### config.mk
export PLATFORM = sky130hd
export DESIGN_NAME = split_operand_reg
export DESIGN_NICKNAME = d
export VERILOG_FILES = /design/src/rtl/split_operand_reg.sv
export SDC_FILE = /design/constraint.sdc
export NUM_CORES = 1
export LEC_CHECK = 0
export BUFFER_PORTS_ARGS = -buffer_cell sky130_fd_sc_hd__buf_2
export CAP_MARGIN = 10
export CORE_AREA = 2 2 56 58
export CTS_CLUSTER_SIZE = 28
export DETAILED_ROUTE_END_ITERATION = 16
export DIE_AREA = 0 0 58 60
export PLACE_DENSITY = 0.7
export SLEW_MARGIN = 5
export SYNTH_ARGS = -nofsm -noshare
export SYNTH_HDL_FRONTEND = slang
export SYNTH_SLANG_ARGS = --single-unit
### constraint.sdc
create_clock -name clk -period 1.91 [get_ports clk]
set_input_delay 0.2865 -clock clk [delete_from_list [all_inputs] [get_ports clk]]
set_output_delay 0.2865 -clock clk [all_outputs]
set_load 0.05 [all_outputs]
### src/rtl/split_operand_reg.sv
module split_operand_reg #(
  parameter int DATA_W = 16,
  parameter int NIB_W  = 4
) (
  input  logic              clk,
  input  logic              rst_n,
  input  logic [DATA_W-1:0] bus_i,
  input  logic [NIB_W-1:0]  nib_i,
  input  logic              take_full_i,
  input  logic              take_low_i,
  input  logic              take_nib_i,
  input  logic              open_data_i,
  input  logic              open_addr_i,
  output logic [DATA_W-1:0] data_o,
  output logic              data_oe_o,
  output logic [DATA_W+NIB_W-1:0] addr_o,
  output logic              addr_oe_o
);
  localparam int OPR_W = DATA_W + NIB_W;

  logic [DATA_W-1:0] lo_q;
  logic [NIB_W-1:0]  hi_q;

  always_ff @(posedge clk) begin
    if (!rst_n) begin
      lo_q <= '0;
      hi_q <= '0;
    end else if (take_full_i) begin
      lo_q <= bus_i;
      hi_q <= nib_i;
    end else begin
      if (take_low_i) lo_q <= bus_i;
      if (take_nib_i) hi_q <= nib_i;
    end
  end

  assign data_oe_o = open_data_i;
  assign addr_oe_o = open_addr_i;
  assign data_o    = open_data_i ? lo_q : '0;
  assign addr_o    = open_addr_i ? {hi_q, lo_q} : {OPR_W{1'b0}};

  // full take dominates
  p_full_load_r2: assert property (@(posedge clk) disable iff (!rst_n)
    take_full_i |=> (hi_q == $past(nib_i) && lo_q == $past(bus_i)));

  p_low_keeps_hi_r3: assert property (@(posedge clk) disable iff (!rst_n)
    (take_low_i && !take_full_i && !take_nib_i) |=>
      (lo_q == $past(bus_i) && $stable(hi_q)));

  p_nib_keeps_lo_r4: assert property (@(posedge clk) disable iff (!rst_n)
    (take_nib_i && !take_full_i && !take_low_i) |=>
      (hi_q == $past(nib_i) && $stable(lo_q)));

  p_both_partial_r6: assert property (@(posedge clk) disable iff (!rst_n)
    (take_nib_i && take_low_i && !take_full_i) |=>
      (hi_q == $past(nib_i) && lo_q == $past(bus_i)));

  p_hold_r7: assert property (@(posedge clk) disable iff (!rst_n)
    !(take_full_i || take_low_i || take_nib_i) |=> ($stable(hi_q) && $stable(lo_q)));

  p_idle_outputs_r8: assert property (@(posedge clk) disable iff (!rst_n)
    (!open_data_i |-> data_o == '0) and (!open_addr_i |-> addr_o == '0));
endmodule

==> results of run 1 <==
==> routing by layer <==
metal	up-vias	routed length, um	GRT usage, %
met5	-	0	0
met4	0	23	4.983
met3	2	120	1.948
met2	32	1317	25.97
met1	494	1182	19.71
li1	556	-	-
==> synth_stat cells <==
cell type	count	share of area (%)
o21ai_2	10	8.0
buf_4	2	1.4
dfxtp_1	20	37
buf_6	2	2.1
and2_1	36	21
o211ai_1	20	14
or2_1	1	0.57
o21ai_0	10	4.6
clkbuf_1	10	3.4
or2_2	1	0.57
buf_12	1	1.8
nand2_1	20	6.8
==> worst max-delay path: stages (launching register included) <==
cell     delay, ps
dfxtp_1        370
and2_1         130
buf_2          260
==> cells by family (layout without fill, tap and decap cells) <==
family | count (synthesis) | after routing | synth area share (%)
compound gates | 40 | 40 | 26.26
simple gates | 58 | 58 | 28.54
flops | 20 | 20 | 36.53
buf+inv | 15 | 68 | 8.676
==> cell usage in the layout, fill, tap and decap left out <==
| master | n |
|---|---|
| nand2_1 | 20 |
| buf_4 | 1 |
| dfxtp_1 | 20 |
| o211ai_1 | 20 |
| o21ai_0 | 10 |
| o21ai_2 | 10 |
| or2_1 | 1 |
| or2_2 | 1 |
| buf_2 | 64 |
| and2_1 | 36 |
| clkbuf_4 | 3 |
==> power by group through the flow <==
stage	logic, W	clock network [W]	registers, W
final	0.000288	0.000188	0.000461
after global routing	0.000309	0.000214	0.000465
after CTS	0.000290	0.000199	0.000461
after detailed placement	0.000290	0	0.000471
after global placement	0.000285	0	0.000470
after floorplan	0.000227	0	0.000465
==> metrics by stage <==
step                      cells  util [%]  hold slack (ps)
after floorplan             133         -            431.4
after global placement      216     47.20            451.2
after detailed placement    216     47.20            453.5
after CTS                   219     47.97            224.0
after global routing        219     47.97            230.7
final                       219     47.97            231.1
==> worst max path at each step <==
stage | slack [ps] | start | end
4_1_cts | 570 | lo_q[15] | data_o[15]
6_report | 580 | lo_q[15] | data_o[15]
3_5_place_dp | 630 | take_full_i | lo_q[13]
2_1_floorplan | 710 | open_addr_i | addr_o[0]
3_3_place_gp | 650 | open_addr_i | addr_o[8]
5_1_grt | 520 | lo_q[11] | addr_o[11]
==> state kept, by name (all words and copies together), names as in the netlist <==
name  flops
lo_q     16
hi_q      4
==> final cells by class <==
class / instances / share of cell area [%]
clock buffers: 3 / 1.617
multi-input cells: 98 / 43.13
flip-flops and latches: 20 / 28.75
well taps: 33 / 2.965
repair buffers: 65 / 23.54
==> metrics.cfg, run 1 <==
[outcome]
outcome=completed

[yosys]
syn-instance-count=133
synth_area_per_cell_sq_um=8.241
ys_seq_area_share_pct=36.53
synth_nets=160
yosysWarnings=0
syn_area_sq_um=1096
synth.distinct_cells=12
ys_ff_latch=20

[cts]
clk_pin_slew_worst_paths_ps=100
cts_inserted_buffers=3
htree_levels=1
cts_setup_buffers=0
clockRootBuffer=clkbuf_4
clk_path_buf_depth=2
cts_resized=0
hold_buffers=0
cts.sinks=20
clk_latency_ps=280
cts_tree=yes

[place]
dp_hpwl_um=1978
gp_congestion=0.7207
port_buffers=64
dpl_worst_slack_ps=629.7
post_dp_cell_area_sq_um=1370

[power_and_ir_drop]
combinationalPowerShare_pct=30.7
clkPwrFrac_pct=20.1
powerDensity_nw_per_um2=672.8
leakagePower_nw=0.6710
p_seq_share_pct=49.1
intPower_w=0.0005983
p_total_w=0.0009370
max-vdd-ir-drop_v=0.0004322
swShare_pct=36.14
switchingPower_w=0.0003387

[routing]
wl_per_cell_um=12.07
postRouteAntennaNets=0
routed-via-count=1084
via_per_inst=4.950
firstDrtPassIters=4
drc=0
drtIter0Drc=19
wirelength_um=2643

[global_route]
grt_pass1_vias=918
grt_pass1_wl_um=4091
overflow=0
grt_max_degree=41
antenna_found_initial=0
track_usage_pct=15.14

[layout]
fillers=304
antenna_cells=0
seqCellArea_sq_um=400.4
syn2layout_area_growth_pct=27.06
drive_above_1_share_pct=42.47
nets=215
multiInputGateArea_sq_um=600.6
fin_area_sq_um=1393

[sta]
maxSlewHeadroom_pct=56.36
max_freq_mhz=754.2
period_share_pct=69.42
fin_tns_setup_ps=0
rsz0062_at_grt=no
final.min_clock_period_ps=1326
tightest_slew_ps=654.5
setup_viol=0
worst_slack_ps=584.2
finalHoldViolations=0
skew_ps=0
slew_viol_final=0

[floorplanning]
row_count=20
core_area_sq_um=2903
dieHeight_um=60
die_width_um=58
start_util_pct=37.76
io_pins=65
die_area_sq_um=3480

[critical_path]
critPathMaxFanout=3
rr_endpoint=lo_q[11]
rrSetupSlack_ps=1280
crit_path_end_kind=output port
ff2ff_path_depth=2
worstReg2RegStart=lo_q[11]
start_kind=register
critPathKind=register to output port
cp.arrival_ps=1040
critical_path_required_ps=1620

[hold_path]
hold_depth=3
hold_class=input port to register
whs_endpoint=hi_q[0]
hold_path.startpoint=nib_i[0]

[run]
cap_violations=0

Note: power is estimated with default switching activity, not from simulation.
==> inputs of run 2 (changes only) <==
- clock period: 1.91 -> 1.34 ns (I/O delays scaled with it)
==> metrics.cfg, run 2 (synthesized netlist as in run 1, its figures left out) <==
[outcome]
outcome=completed

[floorplanning]
row_count=20  ; unchanged
dieHeight_um=60  ; unchanged
die_width_um=58  ; unchanged
die_area_sq_um=3480  ; unchanged
io_pins=65  ; unchanged
start_util_pct=37.76  ; unchanged
core_area_sq_um=2903  ; unchanged

[sta]
fin_hold_ws_ps=137.0  ; -94.14 ps
finalHoldViolations=0  ; unchanged
tightest_slew_ps=738.2  ; +83.61 ps
skew_ps=0  ; unchanged
maxSlewHeadroom_pct=50.79  ; -5.6 points
max_freq_mhz=794.1
rsz0062_at_grt=no
slew_viol_final=0  ; unchanged
setup_viol=0  ; unchanged
final.min_clock_period_ps=1259
period_share_pct=93.98
fin_tns_setup_ps=0  ; unchanged

[power_and_ir_drop]
leakagePower_nw=0.6996  ; +4.3%
p_seq_share_pct=42.0  ; -7.1 points
clkPwrFrac_pct=31.1  ; +11 points
switchingPower_w=0.0005043  ; +49%
powerDensity_nw_per_um2=1078  ; +60%
swShare_pct=32.26  ; -3.9 points
max-vdd-ir-drop_v=0.0005997  ; +39%
combinationalPowerShare_pct=26.9  ; -3.8 points
intPower_w=0.001059  ; +77%

[routing]
postRouteAntennaNets=0  ; unchanged
via_per_inst=4.946  ; about the same
firstDrtPassIters=4  ; unchanged
wl_per_cell_um=12.03  ; -0.31%
drtIter0Drc=35  ; +16
wirelength_um=2671  ; +1.1%
routed-via-count=1098  ; +1.3%
drc=0  ; unchanged

[layout]
drive_above_1_share_pct=43.39  ; +0.91 points
fillers=290  ; -4.6%
final_cell_mix=buf_2, and2_1, nand2_1, o211ai_1, dfxtp_1
antenna_cells=0  ; unchanged
largest_reg_flops=16  ; unchanged
reg_top3=lo_q: 16 flops, hi_q: 4 flops
syn2layout_area_growth_pct=32.31
nets=217  ; +0.93%
regMostFlops=lo_q
final_common_cell=buf_2

[cts]
clk_latency_ps=290  ; about the same
cts.sinks=20  ; unchanged
cts_inserted_buffers=3  ; unchanged
htree_levels=1  ; unchanged
clockRootBuffer=clkbuf_4
cts_resized=0  ; unchanged
cts_setup_buffers=0  ; unchanged
hold_buffers=0  ; unchanged
clk_path_buf_depth=2  ; unchanged
cts_tree=yes
clk_pin_slew_worst_paths_ps=110  ; about the same

[place]
port_buffers=64  ; unchanged
gp_congestion=0.7318  ; +1.5%
dp_hpwl_um=1981  ; +0.16%

[critical_path]
rr_endpoint=lo_q[9]
worstReg2RegStart=lo_q[9]
critical_path_required_ps=1140  ; -480 ps
cp.arrival_ps=1060  ; +20 ps
ff2ff_path_depth=2  ; unchanged
rrSetupSlack_ps=710  ; -570 ps
max_stage_delay_ps=380  ; about the same
critPathMaxFanout=3  ; unchanged
critPathKind=register to output port
critPathSlowestCell=dfxtp_1
start_kind=register
worstPathCellList=and2_1 > buf_2
crit_path_end_kind=output port

[global_route]
overflow=0  ; unchanged
grt_pass1_vias=974  ; +6.1%
grt_max_degree=41  ; unchanged
antenna_found_initial=0  ; unchanged
track_usage_pct=15.67  ; +0.53 points
grt_pass1_wl_um=4271  ; +4.4%

[hold_path]
hold_path.startpoint=nib_i[0]
hold_depth=3  ; unchanged
whs_endpoint=hi_q[0]
hold_class=input port to register

[run]
cap_violations=0  ; unchanged

[run 2: changes by cell type in the layout (fill, tap and decap cells not counted), sizes merged]
cell / before / now
buf: 65 / 67
bufinv: 0 / 1
[run 2: worst max path at each step]
stage	start	endpoint	slack (ps)	cells after the start
2_1_floorplan	open_addr_i	addr_o[0]	310	2
3_3_place_gp	take_full_i	lo_q[0]	160	3
5_1_grt	lo_q[9]	data_o[9]	7	2
6_report	lo_q[9]	data_o[9]	80	2
3_5_place_dp	take_full_i	lo_q[14]	100	3
4_1_cts	lo_q[9]	data_o[9]	70	2
[run 2: per-layer routing]
metal  up-vias  track usage (%)  wire (um)
met1       509            18.82       1106
met3         2            2.381        141
met4         0            5.980         18
met2        28            28.08       1404
li1        559                -          -
met5         -                0          0
[run 2: power groups by stage]
stage / Clock [W] / Combinational [W] / Sequential [W]
6_report: 0.000485 / 0.000421 / 0.000657
4_1_cts: 0.000497 / 0.000425 / 0.000657
5_1_grt: 0.000525 / 0.000451 / 0.000665
2_1_floorplan: 0 / 0.000324 / 0.000662
3_3_place_gp: 0 / 0.000416 / 0.000668
3_5_place_dp: 0 / 0.000424 / 0.000671
[run 2: final cells by class]
class	count	area, sq um	area share (%)
Multi-Input combinational cell	98	600.6	41.42
Sequential cell	20	400.4	27.61
Timing Repair Buffer	67	355.3	24.50
Tap cell	33	41.29	2.847
Clock inverter	1	30.03	2.071
Clock buffer	3	22.52	1.553
[run 2: through the flow]
stage / instance area (sq um) / worst slack [ps] / total power [W] / util [%] / std cells
floorplan: 1096 / 307.1 / 0.0009866 / - / 133
global placement: 1398 / 155.5 / 0.001084 / 48.15 / 218
detailed placement: 1398 / 103.7 / 0.001095 / 48.15 / 218
CTS: 1450 / 68.68 / 0.001579 / 49.96 / 222
global route: 1450 / 6.659 / 0.001641 / 49.96 / 222
finish: 1450 / 80.68 / 0.001563 / 49.96 / 222
[run 2: critical path: cells and delay by family (launching register included)]
kind                   cells  cell delay, ps
buffers and inverters      1             250
AND/OR/NAND/NOR            1             130
flip-flops                 1             380
